<file path="config.mk">
export PLATFORM = sky130hd
export DESIGN_NAME = slv_target
export DESIGN_NICKNAME = d
export VERILOG_FILES = /design/src/rtl/slv_pkg.sv /design/src/rtl/slv_window.sv /design/src/rtl/slv_localmem.sv /design/src/rtl/slv_target.sv
export SDC_FILE = /design/constraint.sdc
export NUM_CORES = 2
export LEC_CHECK = 0
export BUFFER_PORTS_ARGS = -buffer_cell sky130_fd_sc_hd__buf_4
export CORE_UTILIZATION = 44
export DETAILED_ROUTE_END_ITERATION = 6
export SYNTH_ARGS = -nofsm -noshare
export SYNTH_HDL_FRONTEND = slang
export SYNTH_SLANG_ARGS = --single-unit
</file>
<file path="constraint.sdc">
create_clock -name clk -period 13.5 [get_ports clk]
set_input_delay 2.7 -clock clk [delete_from_list [all_inputs] [get_ports clk]]
set_output_delay 2.7 -clock clk [all_outputs]
set_load 0.01 [all_outputs]
</file>
<file path="src/rtl/slv_pkg.sv">
package slv_pkg;

    typedef enum logic [3:0] {
        ST_IDLE,
        ST_HDR2,
        ST_HDR3,
        ST_WDAT,
        ST_ACK0,
        ST_ACK1,
        ST_RREQ,
        ST_RWAIT,
        ST_RMWW
    } slv_state_e;

    typedef enum logic [1:0] {
        MD_READ  = 2'b00,
        MD_WRITE = 2'b01,
        MD_RMW   = 2'b10,
        MD_BLOCK = 2'b11
    } slv_mode_e;

    typedef struct packed {
        logic [23:0] addr;
        slv_mode_e   mode;
        logic [1:0]  lcode;
        logic        bcast;
    } slv_hdr_t;

    function automatic logic [4:0] xfer_bytes(slv_mode_e m, logic [1:0] code);
        logic [2:0] quads;
        quads = {1'b0, code} + 3'd2;
        if (m == MD_BLOCK) return {quads, 2'b00};
        return {3'b000, code} + 5'd1;
    endfunction

endpackage

</file>
<file path="src/rtl/slv_window.sv">
module slv_window #(
    parameter logic [23:0] WIN_BASE = 24'h001000,
    parameter int          WIN_SIZE = 256,
    localparam int         AW       = $clog2(WIN_SIZE)
) (
    input  logic [23:0]   addr,
    input  logic [4:0]    nbytes,
    output logic          viol,
    output logic [AW-1:0] off
);
    logic [24:0] diff;
    logic [24:0] endp;

    always_comb begin
        diff = {1'b0, addr} - {1'b0, WIN_BASE};
        endp = {1'b0, diff[23:0]} + {20'd0, nbytes};
        viol = diff[24] || (endp > 25'(WIN_SIZE));
        off  = diff[AW-1:0];
    end
endmodule

</file>
<file path="src/rtl/slv_localmem.sv">
module slv_localmem #(
    parameter int DEPTH   = 256,
    parameter int LATENCY = 2,
    localparam int AW     = $clog2(DEPTH)
) (
    input  logic          clk,
    input  logic          rst_n,
    input  logic          we,
    input  logic          re,
    input  logic [AW-1:0] addr,
    input  logic [7:0]    wdata,
    output logic          rvld,
    output logic [7:0]    rdata
);
    logic [7:0] store [DEPTH];
    logic       vld_q [LATENCY];
    logic [7:0] dat_q [LATENCY];

    always_ff @(posedge clk) begin
        if (!rst_n) begin
            for (int i = 0; i < DEPTH; i++) store[i] <= 8'h00;
        end else if (we) begin
            store[addr] <= wdata;
        end
    end

    for (genvar g = 0; g < LATENCY; g++) begin : g_stage
        if (g == 0) begin : g_head
            always_ff @(posedge clk) begin
                if (!rst_n) vld_q[0] <= 1'b0;
                else        vld_q[0] <= re;
                dat_q[0] <= store[addr];
            end
        end else begin : g_tail
            always_ff @(posedge clk) begin
                if (!rst_n) vld_q[g] <= 1'b0;
                else        vld_q[g] <= vld_q[g-1];
                dat_q[g] <= dat_q[g-1];
            end
        end
    end

    assign rvld  = vld_q[LATENCY-1];
    assign rdata = dat_q[LATENCY-1];
endmodule

</file>
<file path="src/rtl/slv_target.sv">
module slv_target
    import slv_pkg::*;
#(
    parameter logic [3:0]  LOG_ADDR = 4'd5,
    parameter int          CARD_IDX = 11,
    parameter logic [23:0] WIN_BASE = 24'h001000,
    parameter int          WIN_SIZE = 256,
    parameter int          MEM_LAT  = 2
) (
    input  logic       clk,
    input  logic       rst_n,
    input  logic       frame_start,
    input  logic [3:0] arb_in,
    input  logic [1:0] ctl_in,
    input  logic [7:0] ad_in,
    output logic [7:0] ad_out,
    output logic       ad_oe,
    output logic [1:0] stat_out,
    output logic       stat_oe
);
    localparam int         AW       = $clog2(WIN_SIZE);
    localparam logic [2:0] ACK_BIT  = 3'(CARD_IDX % 8);
    localparam bit         ACK_LATE = (CARD_IDX >= 8);

    slv_state_e    state_q, state_d;
    slv_hdr_t      hdr_q, hdr_d;
    logic [4:0]    idx_q, idx_d;
    logic          c4_q;
    logic [4:0]    nbytes;
    logic          last_byte;
    logic          hit;
    logic          viol;
    logic [AW-1:0] off;
    logic [AW-1:0] mem_addr;
    logic          mem_we, mem_re, mem_vld;
    logic [7:0]    mem_rdata;

    assign nbytes    = xfer_bytes(hdr_q.mode, hdr_q.lcode);
    assign last_byte = (idx_q == nbytes - 5'd1);
    assign hit       = (arb_in == LOG_ADDR) || (arb_in == 4'd0 && ctl_in[0]);
    assign mem_addr  = off + AW'(idx_q);

    slv_window #(.WIN_BASE(WIN_BASE), .WIN_SIZE(WIN_SIZE)) u_win (
        .addr   (hdr_q.addr),
        .nbytes (nbytes),
        .viol   (viol),
        .off    (off)
    );

    slv_localmem #(.DEPTH(WIN_SIZE), .LATENCY(MEM_LAT)) u_mem (
        .clk   (clk),
        .rst_n (rst_n),
        .we    (mem_we),
        .re    (mem_re),
        .addr  (mem_addr),
        .wdata (ad_in),
        .rvld  (mem_vld),
        .rdata (mem_rdata)
    );

    always_ff @(posedge clk) begin
        if (!rst_n) begin
            state_q <= ST_IDLE;
            hdr_q   <= '0;
            idx_q   <= '0;
            c4_q    <= 1'b0;
        end else begin
            state_q <= state_d;
            hdr_q   <= hdr_d;
            idx_q   <= idx_d;
            c4_q    <= (state_q == ST_HDR3);
        end
    end

    always_comb begin
        state_d = state_q;
        hdr_d   = hdr_q;
        idx_d   = idx_q;
        mem_we  = 1'b0;
        mem_re  = 1'b0;
        unique case (state_q)
            ST_IDLE: begin
                idx_d = '0;
                if (frame_start && hit) begin
                    hdr_d.addr[23:16] = ad_in;
                    hdr_d.mode        = slv_mode_e'(ctl_in);
                    hdr_d.bcast       = (arb_in == 4'd0);
                    state_d           = ST_HDR2;
                end
            end
            ST_HDR2: begin
                hdr_d.addr[15:8] = ad_in;
                hdr_d.lcode      = ctl_in;
                state_d          = ST_HDR3;
            end
            ST_HDR3: begin
                hdr_d.addr[7:0] = ad_in;
                if (hdr_q.mode == MD_READ || hdr_q.mode == MD_RMW) state_d = ST_RREQ;
                else                                               state_d = ST_WDAT;
            end
            ST_WDAT: begin
                mem_we = !viol;
                idx_d  = idx_q + 5'd1;
                if (last_byte) begin
                    idx_d   = '0;
                    state_d = hdr_q.bcast ? ST_ACK0 : ST_IDLE;
                end
            end
            ST_ACK0: state_d = ST_ACK1;
            ST_ACK1: state_d = ST_IDLE;
            ST_RREQ: begin
                if (viol) begin
                    state_d = ST_IDLE;
                end else begin
                    mem_re  = 1'b1;
                    state_d = ST_RWAIT;
                end
            end
            ST_RWAIT: begin
                if (mem_vld) begin
                    if (last_byte) begin
                        idx_d   = '0;
                        state_d = (hdr_q.mode == MD_RMW) ? ST_RMWW : ST_IDLE;
                    end else begin
                        idx_d   = idx_q + 5'd1;
                        state_d = ST_RREQ;
                    end
                end
            end
            ST_RMWW: begin
                mem_we = !viol;
                idx_d  = idx_q + 5'd1;
                if (last_byte) begin
                    idx_d   = '0;
                    state_d = ST_IDLE;
                end
            end
            default: state_d = ST_IDLE;
        endcase
    end

    always_comb begin
        ad_out   = 8'h00;
        ad_oe    = 1'b0;
        stat_out = 2'b00;
        stat_oe  = 1'b0;
        if (state_q == ST_HDR3) begin
            stat_oe  = 1'b1;
            stat_out = 2'b11;
        end
        if (c4_q) begin
            stat_oe  = 1'b1;
            stat_out = {1'b0, viol};
        end
        if (state_q == ST_RWAIT && mem_vld) begin
            stat_oe  = 1'b1;
            stat_out = 2'b10;
            ad_oe    = 1'b1;
            ad_out   = mem_rdata;
        end
        if (!viol && ((state_q == ST_ACK0 && !ACK_LATE) ||
                      (state_q == ST_ACK1 &&  ACK_LATE))) begin
            ad_oe  = 1'b1;
            ad_out = 8'h01 << ACK_BIT;
        end
    end
endmodule

</file>
### Word level (Yosys, flattened, before mapping)

Memories as Yosys holds them, arrays and structs flattened.
Cells that the tools add are included.

| word-level totals | value |
|---|---|
| flip-flop bits (word level) | 39 |
| RAM bits | 2066 |
| input port bits | 17 |
| output and inout port bits | 12 |
| word-level logic and storage cells | 94 |
| memories kept | 3 |

| operators by class | value |
|---|---|
| add/subtract/negate cells | 7 |
| $lt $le $gt $ge | 1 |
| equal/unequal tests | 16 |
| muxes and demuxes | 39 |
| bitwise logic cells | 2 |
| reductions and logical operators | 17 |

Memories:

| memory | depth | bits a word | read ports | clocked after memory_dff | write ports | line | source |
|---|---|---|---|---|---|---|---|
| u_mem.store | 256 | 8 | 1 | 0 | 256 | slv_localmem.sv:15 | `logic [7:0] store [DEPTH];` |
| u_mem.dat_q | 2 | 8 | 2 | 0 | 2 | slv_localmem.sv:17 | `logic [7:0] dat_q [LATENCY];` |
| u_mem.vld_q | 2 | 1 | 2 | 0 | 2 | slv_localmem.sv:16 | `logic vld_q [LATENCY];` |

Operators by type and width:

| kind | count |
|---|---|
| $mux 8 | 4 |
| $pmux 4 s8 | 1 |
| $add 24x5->25 | 1 |
| $gt 25x9->1 const B | 1 |
| $sub 24x13->25 const B | 1 |
| $mux 4 | 6 |
| $eq 4x3->1 const B | 5 |
| $mux 5 | 4 |
| $mux 1 | 17 |
| $pmux 5 s3 | 1 |
| $mux 3 | 3 |
| $add 8x5->8 | 1 |
| $eq 4x2->1 const B | 2 |
| $logic_not 4->1 | 2 |
| $ne 2x2->1 const B | 4 |
| $reduce_or 8->1 | 1 |
| $mux 2 | 3 |
| $add 5x1->5 const B | 1 |
| $eq 5x5->1 | 1 |
| $sub 5x1->5 const B | 1 |
| $eq 2x2->1 const B | 2 |
| $eq 4x1->1 const B | 1 |
| $eq 4x4->1 const B | 1 |
| $logic_and 1x1->1 | 4 |
| other kinds (10) | 14 |

### Depth between registers and ports, before layout

| depth | value |
|---|---|
| word-level depth | 13 |
| depth in mapped cells | 15 |
| mapped depth without buffers | 12 |

### Cells and area by module

A second synthesis with hierarchy kept.

| unflattened totals | value |
|---|---|
| cells, all modules | 6683 |
| area, all modules | 97438.5 µm² |

By module, submodules not included:

| module | instances | cells an instance | area an instance (µm²) | seq. area each (µm²) |
|---|---|---|---|---|
| slv_localmem | 1 | 6250 | 94189.1 | 61859.3 |
| slv_target | 1 | 288 | 2342.2 | 780.7 |
| slv_window | 1 | 145 | 907.1 | 0.0 |

### Least setup slack after synthesis

Ideal clock, no wire load.

| timing path | value |
|---|---|
| path kind | register to output |
| start point | reg hdr_q[1] (netlist name) |
| end point | out ad_oe |
| arrival | 3958 ps |
| required time | 10800 ps |
| setup slack | 6842 ps |
| cell stages (with the launch flop) | 13 |
| path buffers | 2 |
| path through | dfxtp_1 -> ha_1 -> mux2_2 -> ha_1 -> nand4_1 -> a211o_1 -> or3_1 -> or4_4 -> a211oi_4 -> nand3_1 -> buf_2 -> clkbuf_1 -> o31ai_1 |

| on the way | value |
|---|---|
| cells in the longest elaborated chain, start to end | 9 |
| elaborated cells between the ends (all ways) | 10 |
| classes of those cells | 3 x add/sub; 1 x order compare; 3 x mux; 3 x reduce/logical |

RTL lines:

| element | line | source |
|---|---|---|
| start: declaration | slv_target.sv:26 | `slv_hdr_t hdr_q, hdr_d;` |
| start signal: assignment | slv_target.sv:69 | `hdr_q <= hdr_d;` |
| $add 2x2->3 | slv_pkg.sv:31 | `quads = {1'b0, code} + 3'd2;` |
| $mux 5 | slv_pkg.sv:32 | `if (m == MD_BLOCK) return {quads, 2'b00};` |
| $mux 5 * | slv_pkg.sv:33 | `return {3'b000, code} + 5'd1;` |
| $add 24x5->25 * | slv_window.sv:16 | `endp = {1'b0, diff[23:0]} + {20'd0, nbytes};` |
| $gt 25x9->1 * | slv_window.sv:17 | `viol = diff[24] \|\| (endp > 25'(WIN_SIZE));` |
| $logic_or 1x1->1 * | slv_window.sv:17 |  |
| $logic_not 1->1 * | slv_target.sv:161 | `if (!viol && ((state_q == ST_ACK0 && !ACK_LATE) \|\|` |
| $logic_and 1x1->1 * | slv_target.sv:161 |  |
| $mux 1 * | slv_target.sv:161 |  |
| end: declaration | slv_target.sv:17 | `output logic ad_oe,` |

Mark *: on every way between the ends. The rest lies on a longest branch, timed or not. The select of a mux whose other input is x is not followed.

### Worst setup path in the final report

| timing path | value |
|---|---|
| start point | reg hdr_q[3] (netlist name) |
| end point | out ad_out[3] |

| on the way | value |
|---|---|
| cells in the longest elaborated chain, start to end | 9 |

RTL lines:

| element | line | source |
|---|---|---|
| $eq 2x2->1 | slv_pkg.sv:32 |  |
| $mux 1 | slv_pkg.sv:32 |  |
| $mux 5 | slv_pkg.sv:33 |  |
| $add 24x5->25 | slv_window.sv:16 |  |
| $gt 25x9->1 | slv_window.sv:17 |  |
| $logic_or 1x1->1 | slv_window.sv:17 |  |
| $logic_not 1->1 | slv_target.sv:161 |  |
| $logic_and 1x1->1 | slv_target.sv:161 |  |
| $mux 8 | slv_target.sv:161 |  |
| end: declaration | slv_target.sv:16 | `output logic [7:0] ad_out,` |

Every way passes these cells.

==> impl_metrics.py <==
metrics = {
    "yosys": {
        "ys_async_sr_fraction": 0,
        "ys_ff_latch": 2105,
        "synth-edff-count": 2048,
        "synth_top_cell_by_area": "edfxtp_1",
        "yosysWarnings": 0,
        "synth_area_leaders": "edfxtp_1 (63%), mux4_2 (13%), nor3_1 (8.5%)",
        "syn_inst": 7115,
        "synth_seq_area_share": 0.637,
        "netlist_area_um2": 98300,
        "yosysMostFrequentCell": "edfxtp_1",
        "syn_area_per_cell_um2": 13.8,
        "syn-num-nets": 7148,
        "synthFlopType": "edfxtp_1",
        "synth_common_cells": "edfxtp_1 (2048), nor3_1 (1664), clkbuf_1 (685), mux4_2 (569), nand2_1 (483)",
        "synth_cell_types": 74,
        "synth_top_area_frac": 0.626,
    },
    "pwr": {
        "p_leak_nw": 34.1,
        "ir_drop_v": 0.000147,
        "pwr-share-comb": 0.053,
        "p_switching_mw": 3.16,
        "power_frac_clock": 0.413,
        "swShare": 0.226,
        "cellInternalPower_mw": 10.8,
        "powerDensity_nw_per_um2": 130,
        "power.total_mw": 13.9,
        "seq_power_share": 0.535,
    },
    "route": {
        "wl_um": 301000,
        "dr.pass1.iters": 5,
        "wl_per_cell_um": 30.6,
        "drt_iter0_markers": 9324,
        "via_per_inst": 6.57,
        "dr_total_vias": 64700,
        "antenna_left": 0,
        "drc_errors": 0,
    },
    "placement": {
        "port_buffers": 28,
        "place_hpwl_um": 185000,
        "gp_congestion": 0.874,
    },
    "finish": {
        "seq_area_um2": 62600,
        "final_nets": 6711,
        "nFillCells": 19200,
        "layout-drive-gt1-share": 0.174,
        "area_growth_pct": 9.50,
        "multiInputGateArea_um2": 32200,
        "postLayoutCoreUtil": 0.485,
    },
    "setup_path": {
        "cp-startpoint": "hdr_q[3]$_SDFFE_PN0P_",
        "cp_max_fo": 31,
        "reg2reg_from": "hdr_q[3]$_SDFFE_PN0P_",
        "path_cells": "nand2_1 > mux2_2 > ha_1 > nand4_1 > a211o_1 > or3_1 > or4_1 > a211oi_2 > nand3_4 > o31ai_1 > buf_4",
        "critical_path.startpoint_type": "register",
        "end_kind": "output pin",
        "cp_num_buf_inv": 1,
        "cpPeakStageDelay_ps": 650,
        "crit_required_ps": 10800,
        "crit_type": "register to output pin",
        "cp.arrival_ps": 5510,
        "cp_top_family": "simple AND/OR/NAND/NOR gates",
        "cp_slowest_cell": "nand3_4",
    },
    "outcome": {
        "outcome": "complete, no violations",
    },
    "timing": {
        "fin_setup_tns_ps": 0,
        "clock_skew_ps": 50.9,
        "min_period_over_period": 0.608,
        "fmax_mhz": 122,
        "hold_violations": 0,
        "fin_crit_ps": 8210,
        "slew_violations": 0,
        "rsz0062_at_grt": "no",
        "setup_violations": 0,
        "tightest_slew_ps": 1320,
        "slew_headroom": 0.112,
    },
    "global_route": {
        "grt_max_degree": 209,
        "grt_overflow": 0,
        "busiest_layer": "met2",
        "use_met3": 0.0542,
        "grt_use_met2": 0.414,
        "grtUsageMet1": 0.368,
        "grt_usage": 0.266,
        "grt_pass1_vias": 62200,
        "grt_pass1_wl_um": 437000,
        "antenna_found_initial": 15,
    },
    "cts": {
        "clk-insertion-delay-late_ps": 880,
        "root_buffer": "clkbuf_16",
        "post_cts_buffers": 0,
        "cts_made_buffers": 214,
        "path_clk_slew_ps": 60,
        "cts_resized": 0,
        "cts_tree": "done",
        "clock_path_buffers": 3,
        "htree_levels": 4,
        "cts_sinks": 2105,
        "cts_hold_buffers": 0,
    },
    "die": {
        "start_util": 0.443,
        "core_um2": 222000,
        "pin_count": 29,
        "row_count": 173,
        "die_h_um": 475,
        "die_x_um": 475,
        "die_area_um2": 225000,
    },
    "run": {
        "cap_violations": 0,
    },
    "min_path": {
        "hold_class": "register to register",
        "min-delay-start": "u_mem.dat_q[0][5]$_DFF_P_",
    },
}
## registers in the layout, indices dropped and copies added (netlist names)
| register | flops |
|---|---|
| state_q | 4 |
| u_mem.vld_q | 2 |
| u_mem.store | 2048 |
| c4_q | 1 |
| hdr_q | 29 |
| idx_q | 5 |
| u_mem.dat_q | 16 |
## cell type report
cell class / count / area share
sequential: 2105 / 0.582
clock buffer: 269 / 0.0523
inverter: 15 / 0.000523
antenna: 3 / 0.0000698
tap: 2975 / 0.0346
timing repair buffer: 274 / 0.0214
clock inverter: 126 / 0.00959
multi-input combinational: 4068 / 0.299
## cells by family after synthesis
family,share of synthesized area
DFF,0.637
AOI/OAI and AO/OA,0.0324
adders and majority gates,0.00219
and+or+nand+nor,0.152
muxes,0.135
buffers and inverters,0.0381
xor gates and xnor gates,0.00285
## final timing paths
kind | to | depth (start not counted) | slack (ps)
setup / recovery | ad_out[3] | 11 | 5290
hold reg to reg | u_mem.dat_q[0][13]$_DFF_P_ | 0 | 330
setup reg to reg | u_mem.store[160][1]$_SDFFCE_PN0P_ | 13 | 5900
hold / removal | u_mem.dat_q[0][13]$_DFF_P_ | 0 | 330
## cells in the final DEF, fill, tap and decap left out, types with 7 or more instances in the layout
cell and instances:
a21oi_1 40, nor4_1 148, nand3_4 13, buf_12 19
or3_1 14, mux4_2 569, and3_1 290, nor2_1 82
clkbuf_16 217, o31ai_1 252, clkbuf_1 52, o21ai_0 27
ha_1 13, clkinv_8 7, nand2_1 480, nor3_1 1664
mux2i_1 45, dfxtp_1 57, a31oi_1 11, nand2b_1 10
xnor2_1 19, nand3_1 168, xor2_1 8, nand4_1 19
clkinv_2 45, o31ai_2 10, edfxtp_1 2048, a21boi_0 22
inv_1 15, buf_4 254, nor2b_1 23, clkinv_1 50
and2_1 15, bufinv_16 12
## per-layer routing
metal,vias up,part of all wire
li1,27300,-
met1,33000,0.39
met2,3802,0.47
met3,550,0.11
met4,8,0.038
met5,-,0.00015
## worst register-to-register path, delay by kind of cell (launching register included)
| family | cells | cell delay [ps] |
|---|---|---|
| fa+ha+maj | 1 | 360 |
| compound gates | 3 | 2390 |
| flops | 1 | 360 |
| mux | 1 | 390 |
| simple gates | 5 | 2050 |
| buf+inv | 3 | 1640 |
## power groups by stage
stage	Sequential, mW	Clock (mW)	Combinational, mW
after detailed placement	7.59	0	0.726
after CTS	7.45	5.79	0.727
after global placement	7.58	0	0.716
after floorplan	7.53	0	0.454
final	7.46	5.76	0.735
after global routing	7.47	6.04	0.766
## stage by stage
stage | area [µm²] | setup WS (ps) | instances | hold slack (ps)
after global routing | 108000 | 5000 | 9833 | 332
final | 108000 | 5290 | 9835 | 329
after CTS | 108000 | 5230 | 9832 | 331
after global placement | 101000 | 6150 | 9436 | 316
after floorplan | 98300 | 6840 | 7115 | 310
after detailed placement | 101000 | 5870 | 9437 | 316
No activity file was read; power rests on OpenSTA's default activity.
